[config.mk]
export PLATFORM = sky130hd
export DESIGN_NAME = desc_fetch_seq
export DESIGN_NICKNAME = d
export VERILOG_FILES = /design/src/rtl/desc_fetch_pkg.sv /design/src/rtl/dfs_pick.sv /design/src/rtl/desc_fetch_seq.sv
export SDC_FILE = /design/constraint.sdc
export NUM_CORES = 1
export LEC_CHECK = 0
export BUFFER_PORTS_ARGS = -buffer_cell sky130_fd_sc_hd__buf_2
export CAP_MARGIN = 20
export CORE_UTILIZATION = 38
export CTS_BUF_LIST = sky130_fd_sc_hd__clkbuf_8
export CTS_CLUSTER_SIZE = 25
export DETAILED_ROUTE_END_ITERATION = 7
export SETUP_SLACK_MARGIN = 0.5
export SYNTH_ARGS = -nofsm -noshare
export SYNTH_HDL_FRONTEND = slang
export SYNTH_SLANG_ARGS = --single-unit
export TNS_END_PERCENT = 1
[constraint.sdc]
create_clock -name clk -period 2.2 [get_ports clk]
set_input_delay 0.11 -clock clk [delete_from_list [all_inputs] [get_ports clk]]
set_output_delay 0.11 -clock clk [all_outputs]
set_load 0.01 [all_outputs]
[src/rtl/desc_fetch_pkg.sv]
package desc_fetch_pkg;

    typedef enum logic [2:0] {
        SL_FREE     = 3'd0,
        SL_DEQ      = 3'd1,
        SL_DMA_REQ  = 3'd2,
        SL_DMA_WAIT = 3'd3,
        SL_COMMIT   = 3'd4,
        SL_FETCH    = 3'd5,
        SL_READ     = 3'd6,
        SL_ERR      = 3'd7
    } slot_st_e;

    typedef enum logic [1:0] {
        ST_OK      = 2'd0,
        ST_EMPTY   = 2'd1,
        ST_DEQ_ERR = 2'd2,
        ST_DMA_ERR = 2'd3
    } fetch_code_e;

endpackage

[src/rtl/dfs_pick.sv]
module dfs_pick #(
    parameter int N  = 4,
    parameter int IW = 2
) (
    input  logic [N-1:0]  mask,
    output logic          found,
    output logic [IW-1:0] idx
);
    always_comb begin
        idx = '0;
        for (int i = N - 1; i >= 0; i--) begin
            if (mask[i]) idx = IW'(i);
        end
    end
    assign found = |mask;
endmodule

[src/rtl/desc_fetch_seq.sv]
module desc_fetch_seq
    import desc_fetch_pkg::*;
#(
    parameter int SLOTS = 4,
    parameter int QW    = 8,
    parameter int TW    = 6,
    parameter int AW    = 32,
    parameter int OW    = 8,
    parameter int DW    = 64,
    localparam int SW   = (SLOTS > 1) ? $clog2(SLOTS) : 1,
    localparam int OFFW = $clog2(DW / 8),
    localparam int RW   = SW + OFFW,
    localparam int LW   = OFFW + 1
) (
    input  logic          clk,
    input  logic          rst_n,
    input  logic          s_req_valid,
    output logic          s_req_ready,
    input  logic [QW-1:0] s_req_queue,
    input  logic [TW-1:0] s_req_tag,
    output logic          m_deq_valid,
    input  logic          m_deq_ready,
    output logic [QW-1:0] m_deq_queue,
    output logic [SW-1:0] m_deq_slot,
    input  logic          s_dresp_valid,
    input  logic [SW-1:0] s_dresp_slot,
    input  logic [AW-1:0] s_dresp_addr,
    input  logic [OW-1:0] s_dresp_op,
    input  logic          s_dresp_empty,
    input  logic          s_dresp_error,
    output logic          m_stat_valid,
    output logic [TW-1:0] m_stat_tag,
    output logic [1:0]    m_stat_code,
    output logic          m_dma_valid,
    input  logic          m_dma_ready,
    output logic [AW-1:0] m_dma_addr,
    output logic [RW-1:0] m_dma_ram_off,
    output logic [LW-1:0] m_dma_len,
    output logic [SW-1:0] m_dma_slot,
    input  logic          s_dst_valid,
    input  logic [SW-1:0] s_dst_slot,
    input  logic          s_dst_error,
    output logic          m_cmt_valid,
    input  logic          m_cmt_ready,
    output logic [OW-1:0] m_cmt_op,
    output logic          ram_rd_en,
    output logic [RW-1:0] ram_rd_addr,
    input  logic [DW-1:0] ram_rd_data,
    output logic          m_desc_tvalid,
    input  logic          m_desc_tready,
    output logic [DW-1:0] m_desc_tdata,
    output logic [TW-1:0] m_desc_tuser,
    output logic          m_desc_tlast
);
    localparam int DESC_BYTES = DW / 8;

    typedef struct packed {
        slot_st_e [SLOTS-1:0]          st;
        logic     [SLOTS-1:0][TW-1:0]  tag;
        logic     [SLOTS-1:0][AW-1:0]  addr;
        logic     [SLOTS-1:0][OW-1:0]  op;
        logic                          stat_valid;
        logic     [TW-1:0]             stat_tag;
        logic     [1:0]                stat_code;
        logic                          rd_pend;
        logic     [SW-1:0]             rd_slot;
        logic                          out_valid;
        logic     [DW-1:0]             out_data;
        logic     [TW-1:0]             out_tag;
    } seq_state_t;

    seq_state_t d, q;

    logic [SLOTS-1:0] free_m, dreq_m, err_m, cmt_m, fetch_m;
    logic             free_any, dreq_any, err_any, cmt_any, fetch_any;
    logic [SW-1:0]    free_idx, dreq_idx, err_idx, cmt_idx, fetch_idx;

    for (genvar g = 0; g < SLOTS; g++) begin : g_mask
        assign free_m[g]  = (q.st[g] == SL_FREE);
        assign dreq_m[g]  = (q.st[g] == SL_DMA_REQ);
        assign err_m[g]   = (q.st[g] == SL_ERR);
        assign cmt_m[g]   = (q.st[g] == SL_COMMIT);
        assign fetch_m[g] = (q.st[g] == SL_FETCH);
    end

    dfs_pick #(.N(SLOTS), .IW(SW)) u_pick_free  (.mask(free_m),  .found(free_any),  .idx(free_idx));
    dfs_pick #(.N(SLOTS), .IW(SW)) u_pick_dreq  (.mask(dreq_m),  .found(dreq_any),  .idx(dreq_idx));
    dfs_pick #(.N(SLOTS), .IW(SW)) u_pick_err   (.mask(err_m),   .found(err_any),   .idx(err_idx));
    dfs_pick #(.N(SLOTS), .IW(SW)) u_pick_cmt   (.mask(cmt_m),   .found(cmt_any),   .idx(cmt_idx));
    dfs_pick #(.N(SLOTS), .IW(SW)) u_pick_fetch (.mask(fetch_m), .found(fetch_any), .idx(fetch_idx));

    // Request side: forwarded straight to the queue manager
    assign m_deq_valid = s_req_valid && free_any;
    assign s_req_ready = free_any && m_deq_ready;
    assign m_deq_queue = s_req_queue;
    assign m_deq_slot  = free_idx;

    assign m_dma_valid   = dreq_any;
    assign m_dma_addr    = q.addr[dreq_idx];
    assign m_dma_ram_off = {dreq_idx, {OFFW{1'b0}}};
    assign m_dma_len     = LW'(DESC_BYTES);
    assign m_dma_slot    = dreq_idx;

    assign m_cmt_valid = cmt_any;
    assign m_cmt_op    = q.op[cmt_idx];

    assign m_stat_valid  = q.stat_valid;
    assign m_stat_tag    = q.stat_tag;
    assign m_stat_code   = q.stat_code;
    assign m_desc_tvalid = q.out_valid;
    assign m_desc_tdata  = q.out_data;
    assign m_desc_tuser  = q.out_tag;
    assign m_desc_tlast  = 1'b1;

    always_comb begin
        d            = q;
        d.stat_valid = 1'b0;
        ram_rd_en    = 1'b0;
        ram_rd_addr  = '0;

        if (s_req_valid && s_req_ready) begin
            d.st[free_idx]  = SL_DEQ;
            d.tag[free_idx] = s_req_tag;
        end

        // Status port: dequeue response first, stored DMA error otherwise
        if (s_dresp_valid) begin
            d.stat_valid = 1'b1;
            d.stat_tag   = q.tag[s_dresp_slot];
            if (s_dresp_error) begin
                d.stat_code         = ST_DEQ_ERR;
                d.st[s_dresp_slot]  = SL_FREE;
            end else if (s_dresp_empty) begin
                d.stat_code         = ST_EMPTY;
                d.st[s_dresp_slot]  = SL_FREE;
            end else begin
                d.stat_code          = ST_OK;
                d.st[s_dresp_slot]   = SL_DMA_REQ;
                d.addr[s_dresp_slot] = s_dresp_addr;
                d.op[s_dresp_slot]   = s_dresp_op;
            end
        end else if (err_any) begin
            d.stat_valid   = 1'b1;
            d.stat_tag     = q.tag[err_idx];
            d.stat_code    = ST_DMA_ERR;
            d.st[err_idx]  = SL_FREE;
        end

        if (m_dma_valid && m_dma_ready) d.st[dreq_idx] = SL_DMA_WAIT;
        if (s_dst_valid) d.st[s_dst_slot] = s_dst_error ? SL_ERR : SL_COMMIT;
        if (m_cmt_valid && m_cmt_ready) d.st[cmt_idx] = SL_FETCH;

        if (q.out_valid && m_desc_tready) d.out_valid = 1'b0;

        // Staging RAM read path, one descriptor in flight
        if (q.rd_pend) begin
            d.out_valid       = 1'b1;
            d.out_data        = ram_rd_data;
            d.out_tag         = q.tag[q.rd_slot];
            d.st[q.rd_slot]   = SL_FREE;
            d.rd_pend         = 1'b0;
        end else if (fetch_any && !q.out_valid) begin
            ram_rd_en         = 1'b1;
            ram_rd_addr       = {fetch_idx, {OFFW{1'b0}}};
            d.st[fetch_idx]   = SL_READ;
            d.rd_pend         = 1'b1;
            d.rd_slot         = fetch_idx;
        end
    end

    always_ff @(posedge clk) begin
        if (!rst_n) q <= '0;
        else        q <= d;
    end

    a_r9_no_accept_when_full: assert property (@(posedge clk) disable iff (!rst_n)
        (free_m == '0) |-> (!s_req_ready && !m_deq_valid));

    a_r3_ok_reported: assert property (@(posedge clk) disable iff (!rst_n)
        (s_dresp_valid && !s_dresp_error && !s_dresp_empty) |=> (m_stat_valid && m_stat_code == ST_OK));

    a_r4_fail_reported: assert property (@(posedge clk) disable iff (!rst_n)
        (s_dresp_valid && (s_dresp_error || s_dresp_empty)) |=> (m_stat_valid && m_stat_code != ST_OK));

    a_r10_resp_wins: assert property (@(posedge clk) disable iff (!rst_n)
        s_dresp_valid |=> (m_stat_valid && m_stat_code != ST_DMA_ERR || m_stat_valid && $past(s_dresp_error) == 1'b0 && $past(s_dresp_empty) == 1'b0 && m_stat_code == ST_OK || m_stat_valid && m_stat_code != ST_DMA_ERR));

    a_r7_hold_stream: assert property (@(posedge clk) disable iff (!rst_n)
        (m_desc_tvalid && !m_desc_tready) |=> (m_desc_tvalid && $stable(m_desc_tdata) && $stable(m_desc_tuser)));

    a_r7_read_to_stream: assert property (@(posedge clk) disable iff (!rst_n)
        ram_rd_en |=> ##1 m_desc_tvalid);
endmodule

== Word level (Yosys, flattened, before mapping) ==
Index checks and enable logic that the tools add are counted.

* Register bits: 279
* Bits in latches: 0
* Bits in writable memories: 0
* ROM bits: 0
* Input port bits: 134
* Output and inout bits: 152
* Word-level logic and storage cells: 189
* Memories: 0

* $add $sub $neg: 0
* Multiply operators: 0
* Divide/modulo/power cells: 0
* Order comparisons: 16
* Eq/ne operators: 16
* Shifts and indexed selects: 0
* Mux-type cells: 78
* Bitwise gates (word level): 25
* Reductions and logical operators: 30

{| class="wikitable"
|+ Operators with widths
! cell !! number
|-
| bitwise mux 128 bit || 1
|-
| two-way mux 12 bit || 9
|-
| two-way mux 71 bit || 1
|-
| binary-select mux 32 bit (select 2 bit) || 1
|-
| demux 32 bit (select 2 bit) || 1
|-
| two-way mux 32 bit || 2
|-
| demux 3 bit (select 2 bit) || 8
|-
| two-way mux 2 bit || 22
|-
| AND 12 bit || 3
|-
| binary-select mux 6 bit (select 2 bit) || 3
|-
| equality test 3 bit (second input constant) || 12
|-
| two-way mux 36 bit || 1
|-
| NOT 12 bit || 3
|-
| bitwise mux 32 bit || 1
|-
| two-way mux 3 bit || 9
|-
| bitwise mux 24 bit || 1
|-
| less-than comparator 2 x 3 -> 1 bit (second input constant) || 8
|-
| two-way mux 6 bit || 4
|-
| OR 8 bit || 3
|-
| OR reduction 4 bit || 5
|-
| two-way mux 9 bit || 2
|-
| AND 8 bit || 2
|-
| binary-select mux 8 bit (select 2 bit) || 1
|-
| demux 8 bit (select 2 bit) || 1
|-
| 19 further kinds || 61
|}

== Depth between registers and ports, before layout ==
Gate-level depths: netlist of the first run.

* Depth in word-level cells: 25
* Depth in mapped cells: 9
* Mapped depth without buffers: 5

== Modules after synthesis ==
A second synthesis of the first run with hierarchy kept.

* Cells, all modules: 1,417
* Area, all modules: 12,674.7 µm²

{| class="wikitable"
|+ By module, submodules not included
! module !! instances !! cells each !! area each (µm²) !! seq. area each (µm²)
|-
| desc_fetch_seq || 1 || 1,382 || 12,499.5 || 5,585.4
|-
| dfs_pick || 5 || 7 || 35.0 || 0.0
|}

== Worst setup path before layout of the first run ==
OpenSTA, ideal clock, no wires.

* Path type: flip-flop to output port
* Start: reg q[273] (netlist name)
* End: out m_dma_addr[22]
* Arrival time: 1.880 ns
* Data required time: 2.090 ns
* Slack: 0.210 ns
* Stages on the path, launching flop included: 10
* Buffers on the path: 4
* Path through: dfxtp_1 buf_2 nor3b_4 and3b_1 buf_2 o21a_1 buf_4 buf_6 mux2i_1 o22ai_1

* Cells in the longest elaborated chain, start to end: 6

{| class="wikitable"
|+ Ends and longest elaborated chain
! item !! RTL line !! RTL
|-
| start: declaration || desc_fetch_seq.sv:72 || <nowiki>seq_state_t d, q;</nowiki>
|-
| start signal: assignment || desc_fetch_seq.sv:172 || <nowiki>if (!rst_n) q <= '0;</nowiki>
|-
| start signal: assignment || desc_fetch_seq.sv:173 || <nowiki>else q <= d;</nowiki>
|-
| equality test 3 x 2 -> 1 bit || desc_fetch_seq.sv:80 || <nowiki>assign dreq_m[g] = (q.st[g] == SL_DMA_REQ);</nowiki>
|-
| two-way mux 2 bit (3 in series) || dfs_pick.sv:12 || <nowiki>if (mask[i]) idx = IW'(i);</nowiki>
|-
| net m_dma_ram_off[3] || desc_fetch_seq.sv:37 || <nowiki>output logic [RW-1:0] m_dma_ram_off,</nowiki>
|-
| binary-select mux 32 bit (select 2 bit) || desc_fetch_seq.sv:99 || <nowiki>assign m_dma_addr = q.addr[dreq_idx];</nowiki>
|-
| two-way mux 32 bit (implied by the code) || desc_fetch_seq.sv:99 ||
|-
| end: declaration || desc_fetch_seq.sv:36 || <nowiki>output logic [AW-1:0] m_dma_addr,</nowiki>
|}

The timed path passes the listed nets, and every way through them passes these cells. The select of a mux whose other input is x is not followed.

== Worst setup path in the final report of the first run ==
* Start: reg q[275] (netlist name)
* End: out m_dma_addr[0]

* Cells in the longest elaborated chain, start to end: 6

{| class="wikitable"
|+ Ends and longest elaborated chain
! item !! RTL line
|-
| equality test 3 x 2 -> 1 bit || desc_fetch_seq.sv:80
|-
| two-way mux 2 bit (3 in series) || dfs_pick.sv:12
|-
| binary-select mux 32 bit (select 2 bit) || desc_fetch_seq.sv:99
|-
| two-way mux 32 bit (implied by the code) || desc_fetch_seq.sv:99
|}

Every way passes these cells. The select of a mux whose other input is x is not followed.

==> results of run 1 <==
where the power goes:
part	internal, mW	total, mW	switching, mW
registers	5.20	5.32	0.124
logic	1.05	2.24	1.19
clock network	2.37	4.48	2.11
what timing repair did:
action | CTS | global route
setup endpoints to repair | 76 | 226
gates resized for setup | 44 | 36
hold buffers | 122 | 0
buffers inserted | 3 | 2
cloned | 2 | 5
hold endpoints to repair | 272 | 0
pin swaps | 11 | 7
cell families (layout without fill, tap and decap cells):
kind of cell / Yosys count / after routing / share of synthesized area (%)
AND/OR/NAND/NOR: 565 / 565 / 19.42
AO/OA/AOI/OAI: 325 / 325 / 17.81
flip-flops: 279 / 279 / 41.90
buffers and inverters: 211 / 520 / 9.104
multiplexers: 141 / 141 / 11.71
other: 2 / 11 / 0.05633
critical path, stage by stage, from the launching register on:
cell,delay (ps)
dfxtp_4,350
nor3b_4,220
and3b_2,250
o21a_4,260
buf_16,180
mux2i_1,120
o22ai_1,160
buf_2,160
area by class of cell:
| cell class | count | area, um^2 | share of cell area, % |
|---|---|---|---|
| well taps | 455 | 569.3 | 3.291 |
| clock buffers | 58 | 798.3 | 4.615 |
| clock inverters | 22 | 100.1 | 0.5787 |
| multi-input cells | 1042 | 6967 | 40.28 |
| flip-flops and latches | 279 | 5610 | 32.44 |
| repair buffers | 435 | 3233 | 18.69 |
| inverters | 5 | 18.77 | 0.1085 |
sequential cells by signal, indices dropped and copies added, names as in the netlist:
register       count
m_stat_tag         6
m_stat_valid       1
m_desc_tdata      64
m_stat_code        2
q                199
m_desc_tvalid      1
m_desc_tuser       6
cells in the mapped netlist (all sizes together), types with 2 or more instances:
| library cell | number |
|---|---|
| or3 | 4 |
| nor3 | 11 |
| o31ai | 4 |
| nor4 | 4 |
| and2 | 5 |
| or3b | 2 |
| and3 | 7 |
| a31oi | 3 |
| mux4 | 12 |
| inv | 5 |
| nand4 | 3 |
| or2 | 2 |
| dfxtp | 279 |
| mux2i | 129 |
| nor3b | 12 |
| nand2 | 370 |
| o21ai | 19 |
| a22oi | 40 |
| o21a | 7 |
| o311a | 2 |
| a21oi | 8 |
| nor2b | 95 |
| and3b | 4 |
| o221a | 6 |
| nand3b | 7 |
| clkbuf | 83 |
| o22ai | 46 |
| a21boi | 166 |
| nand3 | 10 |
| o311ai | 2 |
| conb | 2 |
| buf | 123 |
| a22o | 5 |
| a211oi | 2 |
| nor2 | 27 |
path summary, 6_finish.rpt:
check                                endpoint  cells past startpoint          start
worst min register to register         q[127]                      2         q[127]
worst min-delay path                   q[278]                      4  s_dresp_valid
worst max register to register         q[277]                      7         q[278]
worst max-delay path            m_dma_addr[0]                      7         q[275]
metrics by stage:
stage	worst slack (ps)	util [%]	hold WS [ps]	cell area [um^2]
2_1_floorplan	333.6	-	244.8	13570
3_3_place_gp	86.69	42.55	220.1	14700
3_5_place_dp	-18.75	42.55	220.1	14700
4_1_cts	-282.3	49.38	32.22	17060
5_1_grt	-340.1	50.07	93.49	17300
6_report	-194.7	50.07	54.42	17300
routing by layer:
metal  vias to the layer above  GRT usage, %  wire, um
li1                       5702             -         -
met1                      5568         27.55     18200
met2                       420         36.11     19020
met3                        67         4.004      2480
met4                         2         7.165       936
met5                         -             0        13
==> impl_metrics.py, run 1 <==
metrics = {
    "clock_tree": {
        "clk_pin_slew_ps": 60,
        "clk_path_buf_depth": 3,
        "cts_tree": "built",
        "root_buffer": "clkbuf_8",
        "cts_buffers": 50,
        "cts_sinks": 279,
        "htree_levels": 2,
        "clk_latency_ps": 600,
    },
    "layout": {
        "final_cell_mix": "nand2_1 (369), dfxtp_1 (267), buf_2 (253)",
        "nNetsFinal": 1947,
        "area_growth_pct": 29.74,
        "fillers": 3203,
        "final_common_cell": "nand2_1",
        "drive_gt1_share_pct": 26.13,
        "num_antenna_cells": 0,
        "stdcell_count": 2296,
    },
    "sta": {
        "layout_setup_ws_ps": -194.7,
        "tns_ps": -6686,
        "setup_viol_count_final": 44,
        "worst_pin_slew_ps": 692.0,
        "rsz0062_at_grt": "true",
        "finalWorstPathRequiredPeriod_ps": 2395,
        "fmax_ghz": 0.4176,
        "slew-limit-headroom_pct": 53.38,
        "drv_slew": 0,
        "skew_ps": 23.39,
        "period_share_pct": 108.9,
        "finalHoldViolations": 0,
    },
    "pwr": {
        "ir_drop_v": 0.0003822,
        "power_mw": 12.04,
        "power_density_mw_per_mm2": 696.4,
        "power.leakage_nw": 6.711,
    },
    "floorplan": {
        "die_y_um": 189.3,
        "io_pins": 286,
        "rows": 68,
        "dieArea_mm2": 0.03584,
        "die_w_um": 189.3,
        "core_area_mm2": 0.03454,
        "start_util_pct": 38.59,
    },
    "flow_run": {
        "drv_cap": 0,
    },
    "setup_path": {
        "critical_path_class": "flip-flop to output port",
        "worstPathMaxFanout": 8,
        "required_ps": 2090,
        "worstSetupEndpointType": "output port",
        "cp.arrival_ps": 2280,
        "rrSetupSlack_ps": 300,
        "start_kind": "flip-flop",
    },
    "route": {
        "drt_iter0_drc": 720,
        "routed_wl_um": 40650,
        "firstDrtPassIters": 5,
        "num_vias": 11759,
        "final_antenna_net_count": 0,
        "vias_per_cell": 5.122,
        "wl_per_cell_um": 17.70,
        "drc_errors": 0,
    },
    "status": {
        "violations": "setup timing",
        "status": "finished, violations left",
    },
    "synthesis": {
        "synth_area_leaders": "dfxtp_1 (42%), nand2_1 (10%), mux2i_1 (9.7%)",
        "ys_types": 64,
        "synth_cells": 1523,
        "synth-seq-cells": 279,
        "synth_ff_type": "dfxtp_1",
        "synth_top_area_share_pct": 41.90,
        "avgSynthCellArea_um2": 8.753,
        "synth-edff-count": 0,
        "yosys_warnings": 0,
        "async_reset_ff_share_pct": 0,
        "netlist_area_mm2": 0.01333,
        "ys_seq_area_share_pct": 41.90,
        "synth_largest_area_cell": "dfxtp_1",
    },
    "placed_design": {
        "dp_hpwl_um": 23940,
        "globalplace.congestion": 0.8647,
        "dp.cells": 2082,
        "io_buffers": 258,
    },
    "global_route": {
        "antenna_found_initial": 1,
        "grt_max_degree": 137,
        "grt_overflow": 0,
        "grt_first_pass_wirelength_um": 61640,
        "grt_pass1_vias": 11410,
        "track_usage_pct": 21.48,
    },
    "hold_path": {
        "min_path_type": "input port to flip-flop",
    },
}
No activity file was read; power rests on OpenSTA's default activity.
==> inputs of run 2 (changes only) <==
--- a/config.mk
+++ b/config.mk
@@ -13,2 +13,3 @@
 export DETAILED_ROUTE_END_ITERATION = 7
+export PLACE_DENSITY = 0.69
 export SETUP_SLACK_MARGIN = 0.5
==> constraint.sdc (replaced) <==
create_clock -name clk -period 2.2 [get_ports clk]
set_input_delay 0.44 -clock clk [delete_from_list [all_inputs] [get_ports clk]]
set_output_delay 0.44 -clock clk [all_outputs]
set_load 0.01 [all_outputs]
==> impl_metrics.py, run 2 (synthesis results as in run 1) <==
metrics = {
    "setup_path": {
        "critical_path_class": "flip-flop to output port",
        "worst-path-buf-inv": 2,
        "critPathSlowestCell": "dfxtp_2",
        "worstPathMaxFanout": 9,
        "start_kind": "flip-flop",
        "crit_chain": "nor3b_4 -> and3b_2 -> o21a_4 -> buf_12 -> mux2i_4 -> o22ai_2 -> buf_2",
        "path_delay_family": "simple AND/OR/NAND/NOR gates",
        "required_ps": 1760,
        "worstSetupEndpointType": "output port",
        "cp.arrival_ps": 2260,
        "rrSetupSlack_ps": 100,
        "cpPeakStageDelay_ps": 340,
    },
    "sta": {
        "drv_slew": 0,
        "holdWs_ps": 118.5,
        "finalWorstPathRequiredPeriod_ps": 2702,
        "layout_setup_ws_ps": -502.2,
        "setup_viol_count_final": 51,
        "fmax_ghz": 0.3701,
        "finalHoldViolations": 0,
        "tns_ps": -21090,
        "skew_ps": 25.85,
        "period_share_pct": 122.8,
        "rsz0062_at_grt": "true",
        "worst_pin_slew_ps": 880.6,
        "slew-limit-headroom_pct": 40.98,
    },
    "pwr": {
        "power_mw": 12.11,
        "clockPowerShare_pct": 39.3,
        "seq_power_share_pct": 43.7,
        "power.leakage_nw": 6.282,
        "ir_drop_v": 0.0004841,
        "p_sw_mw": 3.432,
        "p_int_mw": 8.674,
        "power_density_mw_per_mm2": 745.7,
        "p_sw_share_pct": 28.35,
        "comb_power_share_pct": 17.0,
    },
    "floorplan": {
        "die_w_um": 189.3,
        "rows": 68,
        "core_area_mm2": 0.03454,
        "dieArea_mm2": 0.03584,
        "io_pins": 286,
        "die_y_um": 189.3,
        "start_util_pct": 38.59,
    },
    "global_route": {
        "grt_first_pass_wirelength_um": 59730,
        "grt_pass1_vias": 11007,
        "grt_overflow": 0,
        "grt_max_degree": 127,
        "antenna_found_initial": 5,
        "track_usage_pct": 20.83,
    },
    "layout": {
        "regArea_mm2": 0.005597,
        "largest_register": "q",
        "stdcell_count": 2199,
        "fillers": 3273,
        "final_cell_area_mm2": 0.01623,
        "final_common_cell": "nand2_1",
        "drive_gt1_share_pct": 29.33,
        "largest_reg_flops": 199,
        "final_cell_mix": "nand2_1 (367), dfxtp_1 (272), buf_2 (254)",
        "multi_input_area_mm2": 0.007038,
        "area_growth_pct": 21.76,
        "nNetsFinal": 1838,
    },
    "route": {
        "vias_per_cell": 5.227,
        "wl_per_cell_um": 17.56,
        "drc_errors": 0,
        "num_vias": 11495,
        "routed_wl_um": 38610,
        "firstDrtPassIters": 5,
        "final_antenna_net_count": 0,
        "drt_iter0_drc": 829,
    },
    "clock_tree": {
        "cts_sinks": 279,
        "clk_pin_slew_ps": 60,
        "htree_levels": 2,
        "cts_buffers": 49,
        "root_buffer": "clkbuf_8",
        "clk_path_buf_depth": 3,
        "clk_latency_ps": 580,
        "cts_tree": "built",
    },
    "hold_path": {
        "min_path_type": "input port to flip-flop",
    },
    "placed_design": {
        "dp.cells": 2102,
        "io_buffers": 258,
        "placed_area_mm2": 0.01482,
        "dp_hpwl_um": 25280,
        "globalplace.congestion": 0.8958,
    },
    "status": {
        "status": "finished, violations left",
        "violations": "setup timing",
    },
    "flow_run": {
        "drv_cap": 0,
    },
}
-- run 2: cell types whose count changed in the layout (fill, tap and decap cells not counted), moves of 3 or more --
cell           previous run  this run
dlygate4sd3_1           121         0
dfxtp_1                 267       272
nor3_2                    3         6
inv_1                    19        22
clkinv_2                  6        10
buf_4                    32        48
dfxtp_4                   4         1
clkbuf_16                 4         0
buf_6                    10        14
nor3b_2                   3         6
-- run 2: worst min-delay path, stage by stage --
cell	delay [ps]
buf_2	70
mux2i_1	60
nor2b_1	90
-- run 2: path summary, 6_finish.rpt --
check	cells after the start	startpoint	endpoint
worst max-delay path	7	q[273]	m_dma_addr[7]
worst min register to register	2	q[224]	q[224]
worst max register to register	6	q[274]	q[258]
worst min-delay path	3	ram_rd_data[20]	m_desc_tdata[20]
-- run 2: layer usage --
layer,up-vias,track usage [%],wire length (um)
met1,5452,26.38,16770
met4,0,7.537,1205
met5,-,0,0
li1,5488,-,-
met2,476,35.10,17880
met3,79,3.967,2747
-- run 2: final cells by class --
class | count | area share, %
antenna | 2 | 0.03083
clock buffer | 60 | 5.087
clock inverter | 29 | 0.9558
inverter | 5 | 0.1156
multi-input combinational | 1042 | 43.36
sequential | 279 | 34.48
tap | 455 | 3.507
timing repair buffer | 327 | 12.47
-- run 2: power by group through the flow --
stage / combinational [mW] / sequential [mW] / clock (mW)
after CTS: 1.98 / 5.29 / 4.88
after global placement: 1.81 / 5.38 / 0
after global routing: 2.19 / 5.30 / 5.13
final: 2.05 / 5.29 / 4.76
after detailed placement: 1.82 / 5.39 / 0
after floorplan: 1.25 / 5.37 / 0
-- run 2: what timing repair did --
action | in CTS | in global routing
gates resized for setup | 50 | 34
hold buffers | 0 | 0
gates cloned | 2 | 0
pin swaps | 10 | 10
setup buffers | 1 | 3
endpoints found under the setup margin | 84 | 107
-- run 2: per-stage QoR --
| step | util (%) | setup slack (ps) |
|---|---|---|
| floorplan | - | 3.590 |
| global placement | 42.91 | -92.09 |
| detailed placement | 42.91 | -176.4 |
| CTS | 46.52 | -547.7 |
| global route | 46.99 | -632.5 |
| finish | 46.99 | -502.2 |
